==> config.mk <==
export PLATFORM = sky130hd
export DESIGN_NAME = lfsr_rand_src
export DESIGN_NICKNAME = d
export VERILOG_FILES = /design/src/rtl/lfsr_pkg.sv /design/src/rtl/lfsr_feedback.sv /design/src/rtl/lfsr_step.sv /design/src/rtl/lfsr_rand_src.sv
export SDC_FILE = /design/constraint.sdc
export NUM_CORES = 1
export LEC_CHECK = 0
export CORE_ASPECT_RATIO = 0.5
export CORE_UTILIZATION = 49
export CTS_BUF_LIST = sky130_fd_sc_hd__clkbuf_4
export CTS_CLUSTER_SIZE = 16
export DETAILED_ROUTE_END_ITERATION = 10
export HOLD_SLACK_MARGIN = 0.12
export PLACE_DENSITY = 0.83
export SETUP_SLACK_MARGIN = 0.3
export SLEW_MARGIN = 20
export SYNTH_ARGS = -nofsm -noshare
export SYNTH_HDL_FRONTEND = slang
export SYNTH_SLANG_ARGS = --single-unit
==> constraint.sdc <==
create_clock -name clk -period 1.8 [get_ports clk]
set_clock_uncertainty 0.2 [all_clocks]
set_input_delay 0.27 -clock clk [delete_from_list [all_inputs] [get_ports clk]]
set_output_delay 0.27 -clock clk [all_outputs]
set_load 0.02 [all_outputs]
==> src/rtl/lfsr_pkg.sv <==
package lfsr_pkg;
  localparam int unsigned STATE_W = 32;
  localparam int unsigned BYTE_W = 8;
  localparam logic [STATE_W-1:0] BOOT_SEED = 32'h94AC2DE7;
  localparam logic [STATE_W-1:0] TAP_MASK =
    (32'd1 << 31) | (32'd1 << 19) | (32'd1 << 10) | (32'd1 << 2);
endpackage

==> src/rtl/lfsr_feedback.sv <==
module lfsr_feedback #(
  parameter int unsigned W = 32,
  parameter logic [W-1:0] MASK = '1
) (
  input  logic [W-1:0] state_i,
  output logic         fb_o
);
  logic [W-1:0] picked;

  for (genvar b = 0; b < W; b++) begin : g_tap
    if (MASK[b]) begin : g_on
      assign picked[b] = state_i[b];
    end else begin : g_off
      assign picked[b] = 1'b0;
    end
  end

  assign fb_o = ^picked;
endmodule

==> src/rtl/lfsr_step.sv <==
module lfsr_step #(
  parameter int unsigned W = 32
) (
  input  logic [W-1:0] state_i,
  input  logic         fb_i,
  input  logic         load_i,
  input  logic [W-1:0] seed_i,
  output logic [W-1:0] next_o
);
  always_comb begin
    if (load_i) next_o = seed_i;
    else        next_o = {state_i[W-2:0], fb_i};
  end
endmodule

==> src/rtl/lfsr_rand_src.sv <==
module lfsr_rand_src
  import lfsr_pkg::*;
#(
  parameter int unsigned W = STATE_W,
  parameter int unsigned OUT_W = BYTE_W,
  parameter logic [W-1:0] SEED0 = BOOT_SEED,
  parameter logic [W-1:0] TAPS = TAP_MASK
) (
  input  logic             clk,
  input  logic             rst_n,
  input  logic             load_i,
  input  logic [W-1:0]     seed_i,
  output logic [OUT_W-1:0] rnd_o
);
  logic [W-1:0] state_q;
  logic [W-1:0] state_d;
  logic         fb;

  lfsr_feedback #(.W(W), .MASK(TAPS)) u_fb (
    .state_i(state_q),
    .fb_o   (fb)
  );

  lfsr_step #(.W(W)) u_step (
    .state_i(state_q),
    .fb_i   (fb),
    .load_i (load_i),
    .seed_i (seed_i),
    .next_o (state_d)
  );

  always_ff @(posedge clk or negedge rst_n) begin
    if (!rst_n) state_q <= SEED0;
    else        state_q <= state_d;
  end

  assign rnd_o = state_q[OUT_W-1:0];

  assert_reset_seed_R1: assert property (@(posedge clk) disable iff (!rst_n)
    !$past(rst_n) |-> state_q == SEED0);

  assert_load_capture_R2: assert property (@(posedge clk) disable iff (!rst_n)
    ($past(rst_n) && $past(load_i)) |-> state_q == $past(seed_i));

  assert_shift_up_R4: assert property (@(posedge clk) disable iff (!rst_n)
    ($past(rst_n) && !$past(load_i)) |-> state_q[W-1:1] == $past(state_q[W-2:0]));

  assert_feedback_bit_R4: assert property (@(posedge clk) disable iff (!rst_n)
    ($past(rst_n) && !$past(load_i)) |-> state_q[0] == ^($past(state_q) & TAPS));

  assert_no_lockup_R6: assert property (@(posedge clk) disable iff (!rst_n)
    ($past(rst_n) && !$past(load_i) && $past(state_q) != '0) |-> state_q != '0);

  assert_zero_stays_R7: assert property (@(posedge clk) disable iff (!rst_n)
    ($past(rst_n) && !$past(load_i) && $past(state_q) == '0) |-> state_q == '0);
endmodule

; Word level (Yosys, flattened, before mapping)
; Cells that the tools add are included.
[op_classes]
mux = 1
reduce_logical = 1
[ops]
columns = cell, count
row1 = $mux W32, 1
row2 = $reduce_xor A32 Y1, 1
[totals]
register_bits = 32
input_bits = 35
output_inout_bits = 8
word_cells = 3

; Logic depth before layout (Yosys ltp)
; Gate-level depths: netlist of run 1.
[logic_depth]
ltp_word = 2
mapped_depth = 4
mapped_depth_nobuf = 3

; Cells and area by module
; Synthesis of run 1 repeated with hierarchy kept, for this count alone.
[hier_totals]
cells_unflattened = 79
area_unflattened_um2 = 1452.6
[modules_own_cells]
columns = mod, instances, cells_each, area_per_inst_um2, seq_area_each_um2
row1 = lfsr_rand_src, 1, 40, 882.1, 822.0
row2 = lfsr_step, 1, 36, 544.3, 0.0
row3 = lfsr_feedback, 1, 3, 26.3, 0.0

; Worst setup path after synthesis of run 1
; OpenSTA, ideal clock, no wires.
[synth_timing]
path_type = input port to flip-flop
startpoint = input port load_i
endpoint = register state_q[12]
setup_ns = 0.125
arrival_ns = 0.817
t_required_ns = 1.475
setup_slack_ns = 0.658
cell_stages = 3
n_path_buf = 2
path_cell_list = buf_6 -> buf_12 -> mux2_4
[synth_between]
elab_chain_len = 1
[synth_lines]
columns = element, line_no
row1 = from (decl), lfsr_rand_src.sv:11  ; input logic load_i,
row2 = $mux W32, lfsr_step.sv:11  ; if (load_i) next_o = seed_i;
row3 = via state_d[12], lfsr_rand_src.sv:16  ; logic [W-1:0] state_d;
row4 = to (signal assigned), lfsr_rand_src.sv:34  ; else state_q <= state_d;
row5 = to (decl), lfsr_rand_src.sv:15  ; logic [W-1:0] state_q;
; The timed path passes the listed nets, and every way through them passes these cells.

; Final worst setup path of run 1
[layout_timing]
startpoint = register state_q[2]
endpoint = output port rnd_o[2]
[layout_lines]
columns = element, line_no
row1 = to (decl), lfsr_rand_src.sv:13  ; output logic [OUT_W-1:0] rnd_o
; No word-level cell between the ends.

==> flow_summary.yaml, run 1 <==
outcome:
  run_status: "complete, no violations"
detailed_routing:
  route.detailed.wl_per_inst_um: 13.9
  drt_iter0_markers: 27
  drcViolationCount: 0
  routed_wl_mm: 2.23
  routed-via-count: 728
  detail-route-antenna-nets: 0
  drt_pass1_iterations: 2
  drt-vias-per-instance: 4.55
power:
  worst_ir_drop_vdd_mv: 0.598
  post-layout-total-power_uw: 1750
  power.static_leakage_uw: 0.000860
  p_per_cell_area_mw_per_mm2: 912
final_layout:
  finish.net_count: 157
  number_of_antenna_repair_diodes: 0
  final_area_mm2: 0.00192
  reg.largest.list: "state_q (32)"
  layout-area-overhead-vs-synth_pct: 33.0
  drive_above_1_share_pct: 55.3
  regMostFlops: "state_q"
  largest_reg_flops: 32
synthesis:
  synth.largest_area_cell: "sky130_fd_sc_hd__dfstp_2"
  post_synth_instance_area_mm2: 0.00144
  netlist_instances: 80
  synth.cells.most_frequent: "sky130_fd_sc_hd__mux2_4 (28), sky130_fd_sc_hd__dfstp_2 (17), sky130_fd_sc_hd__dfrtp_1 (15)"
  yosysMostFrequentCell: "sky130_fd_sc_hd__mux2_4"
  synth_cell_types: 10
  synth_top_area_share_pct: 31.0
  main_synth_ff_type: "sky130_fd_sc_hd__dfstp_2"
  postSynth.asyncResetShare_pct: 100
  syn_area_per_cell_um2: 18.0
  synth_enable_flop_cells: 0
  yosys_warnings: 0
  syn-num-nets: 115
  ys_seq_elements: 32
  synth.yosys.seq_area_share_pct: 57.0
  yosys-top-cells-area: "sky130_fd_sc_hd__dfstp_2 (31%), sky130_fd_sc_hd__mux2_4 (29%), sky130_fd_sc_hd__dfrtp_1 (26%)"
grt:
  first_pass_grt_wire_length_mm: 3.60
  gr-usage-all-layers_pct: 16.6
  grt_antenna_before_repair: 0
  top_usage_layer: "met2"
  globalRouteOverflowTotal: 0
  met1_grt_util_pct: 21.3
  maximum_number_of_pins_on_one_net_before_global_route_repair: 33
  number_of_global_route_vias_before_repair: 778
  met3_usage_in_global_routing_pct: 5.91
  grt_util_met2_pct: 25.7
floorplan:
  io_pins: 43
  floorplan.initialDensity_pct: 53.8
  die_height_um: 40.4
  num_rows: 13
  core_region_area_mm2: 0.00268
  fp.dieW_um: 78.7
  die_area_mm2: 0.00318
sta:
  fin_crit_sh_pct: 82.8
  maxSlewViolCount: 0
  fmax_mhz: 671
  max-slew-margin-rel_pct: 74.0
  worst_case_setup_margin_in_the_final_layout_ns: 0.309
  rsz_0062_raised_after_global_routing: "yes"
  min_period_ns: 1.49
  final.setup.tns_ns: 0
  final-hold-violation-count: 0
  final.hold.worst_slack_ns: 0.205
  setup_viol: 0
  worst_pin_slew_ns: 0.390
clocking:
  post_cts.repair.setup_buffers: 0
  tritoncts: "yes"
  clock-sinks: 32
  ctsRootBufferMaster: "sky130_fd_sc_hd__clkbuf_4"
  clockBufferDepth: 2
  clk_pin_slew_ns: 0.10
  h-tree-depth: 2
  cts_made_buffers: 5
  clk-insertion-delay-late_ns: 0.33
worst_setup_path:
  cpLargestDelayFamily: "flip-flops"
  critPathSlowestCell: "sky130_fd_sc_hd__dfstp_2"
  critPathKind: "register to primary output"
  crit_buf_inv: 1
  critPathMaxFanout: 3
  endpoint_kind: "primary output"
  critPathArrivalTime_ns: 1.02
  cpPeakStageDelay_ns: 0.57
  cp.required_ns: 1.33
  cp_cell_sequence: "buf_6"
  start_kind: "register"
place:
  port_buffers: 42
  globalplace.congestion: 0.645
  pre_cts_ws_ns: 0.203
  post-dp-hpwl_mm: 1.50
  placement.cell_area_mm2: 0.00182
min_path:
  hold_class: "input pin to register"
job:
  cap_viol_max_count: 0
## what timing repair did
item / CTS / global route
gates resized for setup: 41 / 3
hold buffers: 2 / 0
hold endpoints to repair: 16 / 0
endpoints found under the setup margin: 8 / 8
## stage by stage
step,util (%),cells
2_1_floorplan,-,80
3_3_place_gp,67.8,150
3_5_place_dp,67.8,150
4_1_cts,71.8,160
5_1_grt,71.5,160
6_report,71.5,160
## power breakdown
part | switching, uW | total (uW) | internal, uW
Combinational | 113 | 339 | 227
Sequential | 37.8 | 866 | 828
Clock | 238 | 544 | 306
Total | 388 | 1750 | 1360
## cell families (layout without fill, tap and decap cells)
kind of cell,after synthesis,in the layout,synth area share (%)
compound gates,1,1,0.347
buf+inv,12,55,9.11
xor+xnor,3,3,1.82
mux,31,31,31.5
simple gates,1,1,0.260
flops,32,32,57.0
## final timing paths
kind,startpoint,to,slack [ns],cells past startpoint
worst min-delay path,load_i,state_q[30]$_DFF_PN0_,0.20,2
worst max-delay path,state_q[2]$_DFF_PN1_,rnd_o[2],0.31,1
worst min register to register,state_q[9]$_DFF_PN0_,state_q[10]$_DFF_PN1_,0.29,1
min in group asynchronous,rst_n,state_q[4]$_DFF_PN0_,0.66,3
worst max register to register,state_q[10]$_DFF_PN1_,state_q[0]$_DFF_PN1_,0.53,3
max in group asynchronous,rst_n,state_q[28]$_DFF_PN1_,0.42,3
## cell usage in the layout (no fill, tap or decap)
cell type and n:
sky130_fd_sc_hd__buf_4 1, sky130_fd_sc_hd__clkinv_2 1, sky130_fd_sc_hd__dfrtp_1 15, sky130_fd_sc_hd__buf_2 3, sky130_fd_sc_hd__clkbuf_4 6, sky130_fd_sc_hd__dlygate4sd3_1 2, sky130_fd_sc_hd__nand2_1 1, sky130_fd_sc_hd__mux2_4 28
sky130_fd_sc_hd__buf_12 2, sky130_fd_sc_hd__bufinv_16 1, sky130_fd_sc_hd__buf_6 6, sky130_fd_sc_hd__o21ai_0 1, sky130_fd_sc_hd__dfstp_2 17, sky130_fd_sc_hd__mux2_2 3, sky130_fd_sc_hd__clkdlybuf4s50_1 33, sky130_fd_sc_hd__xnor2_1 3
## cell type report
type	instances	area (um^2)
Sequential cell	32	822
Multi-Input combinational cell	36	489
Clock buffer	6	45.0
Clock inverter	2	35.0
Tap cell	37	46.3
Fill cell	190	766
Timing Repair Buffer	47	480
## routing by layer
| metal | share of wire [%] | up-vias | routed length, um |
|---|---|---|---|
| met5 | 0 | - | 0 |
| met2 | 46 | 22 | 1030 |
| met1 | 48 | 357 | 1060 |
| li1 | - | 345 | - |
| met3 | 4.4 | 4 | 99 |
| met4 | 1.6 | 0 | 36 |
Note: power is estimated with default switching activity, not from simulation.
==> inputs of run 2 (changes only) <==
CORE_UTILIZATION = 48   (was 49)
PLACE_DENSITY = 0.81   (was 0.83)
clock period = 1.45 ns   (was 1.8 ns; I/O delays follow)
==> run 2 against run 1 <==
Setup slack got worse by 0.27 ns. Register-to-register slack got worse by 0.35 ns. Via count rose by 2.3%. Global-route usage rose by 0.58 points. Final cell count rose by 3.1%. Clock-buffer cell count rose by 1. Non-clock buffer count rose by 5. Critical path depth did not move. Utilization rose by 0.85 points. Die area rose by 2.0%.
==> flow_summary.yaml, run 2 (synthesized netlist as in run 1, its figures left out) <==
grt:
  globalRouteOverflowTotal: 0
  gr-usage-all-layers_pct: 17.2
  grt_antenna_before_repair: 0
  maximum_number_of_pins_on_one_net_before_global_route_repair: 33
  number_of_global_route_vias_before_repair: 743
  first_pass_grt_wire_length_mm: 3.62
power:
  p_per_cell_area_mw_per_mm2: 1040
  worst_ir_drop_vdd_mv: 0.605
  power.static_leakage_uw: 0.000897
  post-layout-total-power_uw: 2050
final_layout:
  final_area_mm2: 0.00196
  regMostFlops: "state_q"
  number_of_antenna_repair_diodes: 0
  layout.cells.most_common_list: "sky130_fd_sc_hd__clkdlybuf4s50_1 (33), sky130_fd_sc_hd__mux2_4 (28), sky130_fd_sc_hd__dfstp_2 (17)"
  finish.net_count: 162
  final_common_cell: "sky130_fd_sc_hd__clkdlybuf4s50_1"
  reg.largest.list: "state_q (32)"
  largest_reg_flops: 32
  layout-area-overhead-vs-synth_pct: 36.2
  drive_above_1_share_pct: 57.8
detailed_routing:
  drt-vias-per-instance: 4.52
  route.detailed.wl_per_inst_um: 14.0
  detail-route-antenna-nets: 0
  drt_iter0_markers: 11
  routed-via-count: 745
  drcViolationCount: 0
  routed_wl_mm: 2.31
  drt_pass1_iterations: 3
floorplan:
  fp.dieW_um: 79.5
  num_rows: 13
  die_area_mm2: 0.00324
  die_height_um: 40.8
  floorplan.initialDensity_pct: 53.1
  io_pins: 43
  core_region_area_mm2: 0.00272
worst_setup_path:
  start_kind: "register"
  critical_path.reg2reg.endpoint: "state_q[0]$_DFF_PN1_"
  critPathArrivalTime_ns: 1.00
  cp_cell_sequence: "buf_6"
  ff2ff_path_depth: 4
  cpPeakStageDelay_ns: 0.55
  cpLargestDelayFamily: "flip-flops"
  r2r_slack_ns: 0.18
  crit_buf_inv: 1
  critPathSlowestCell: "sky130_fd_sc_hd__dfstp_2"
  endpoint_kind: "primary output"
  critPathMaxFanout: 2
  cp.required_ns: 1.03
  critPathKind: "register to primary output"
  rr_startpoint: "state_q[2]$_DFF_PN1_"
place:
  post-dp-hpwl_mm: 1.64
  pre_cts_ws_ns: -0.0842
  placement.cell_area_mm2: 0.00185
  port_buffers: 42
  globalplace.congestion: 0.662
sta:
  max-slew-margin-rel_pct: 88.8
  final.setup.tns_ns: 0
  worst_case_setup_margin_in_the_final_layout_ns: 0.0370
  min_period_ns: 1.41
  maxSlewViolCount: 0
  fin_crit_sh_pct: 97.4
  setup_viol: 0
  rsz_0062_raised_after_global_routing: "yes"
  fmax_mhz: 708
  worst_pin_slew_ns: 0.167
  final-hold-violation-count: 0
clocking:
  clockBufferDepth: 2
  holdBufCountCts: 1
  h-tree-depth: 2
  tritoncts: "yes"
  clk-insertion-delay-late_ns: 0.33
  ctsRootBufferMaster: "sky130_fd_sc_hd__clkbuf_4"
  clk_pin_slew_ns: 0.10
  clock-sinks: 32
  cts_made_buffers: 5
min_path:
  hold_class: "input pin to async pin"
outcome:
  run_status: "complete, no violations"
job:
  cap_viol_max_count: 0
-- run 2: changes by cell type in the layout (fill, tap and decap cells not counted), moves of 2 or more --
cell                            before  now
sky130_fd_sc_hd__buf_2               3    1
sky130_fd_sc_hd__buf_4               1    6
sky130_fd_sc_hd__buf_6               6    8
sky130_fd_sc_hd__dlygate4sd3_1       2    0
-- run 2: worst max path at each step --
stage	to	slack, ns	from	cells past startpoint
final	rnd_o[5]	0.04	state_q[5]$_DFF_PN1_	1
after global routing	rnd_o[5]	-0.02	state_q[5]$_DFF_PN1_	1
after CTS	rnd_o[2]	0.02	state_q[2]$_DFF_PN1_	1
after detailed placement	rnd_o[5]	-0.08	state_q[5]$_DFF_PN1_	1
after global placement	rnd_o[5]	-0.07	state_q[5]$_DFF_PN1_	1
after floorplan	state_q[0]$_DFF_PN1_	0.32	state_q[2]$_DFF_PN1_	3
-- run 2: layer usage --
layer	part of all wire, %	GRT usage [%]	routed length [um]	vias to the layer above
met2	47	26.5	1090	19
met4	1.9	10.9	45	0
li1	-	-	-	356
met1	46	21.5	1070	365
met3	4.6	6.00	106	5
met5	0	0	0	-
-- run 2: layout make-up --
class	count	area [um^2]
timing repair buffer	52	543
sequential	32	822
multi-input combinational	36	497
fill	192	752
tap	37	46.3
clock inverter	1	3.75
clock buffer	7	52.6
-- run 2: timing repair --
action | 4_1_cts | 5_1_grt
endpoints found under the hold margin | 18 | 16
pin swaps | 1 | 1
gates resized for setup | 50 | 1
setup endpoints to repair | 9 | 11
buffers inserted | 4 | 0
-- run 2: power breakdown --
part / internal, uW / leakage (uW) / switching (uW) / total, uW
Clock: 224 / 0.0000338 / 289 / 513
Combinational: 316 / 0.000509 / 149 / 465
Sequential: 1030 / 0.000354 / 46.6 / 1070
Total: 1570 / 0.000897 / 485 / 2050
-- run 2: through the flow --
step	cells	hold WS, ns	utilization [%]
after floorplan	80	-0.278	-
after global placement	152	0.262	68.0
after detailed placement	152	0.267	68.0
after CTS	165	0.0272	72.2
after global routing	165	0.0193	72.3
final	165	0.0395	72.3
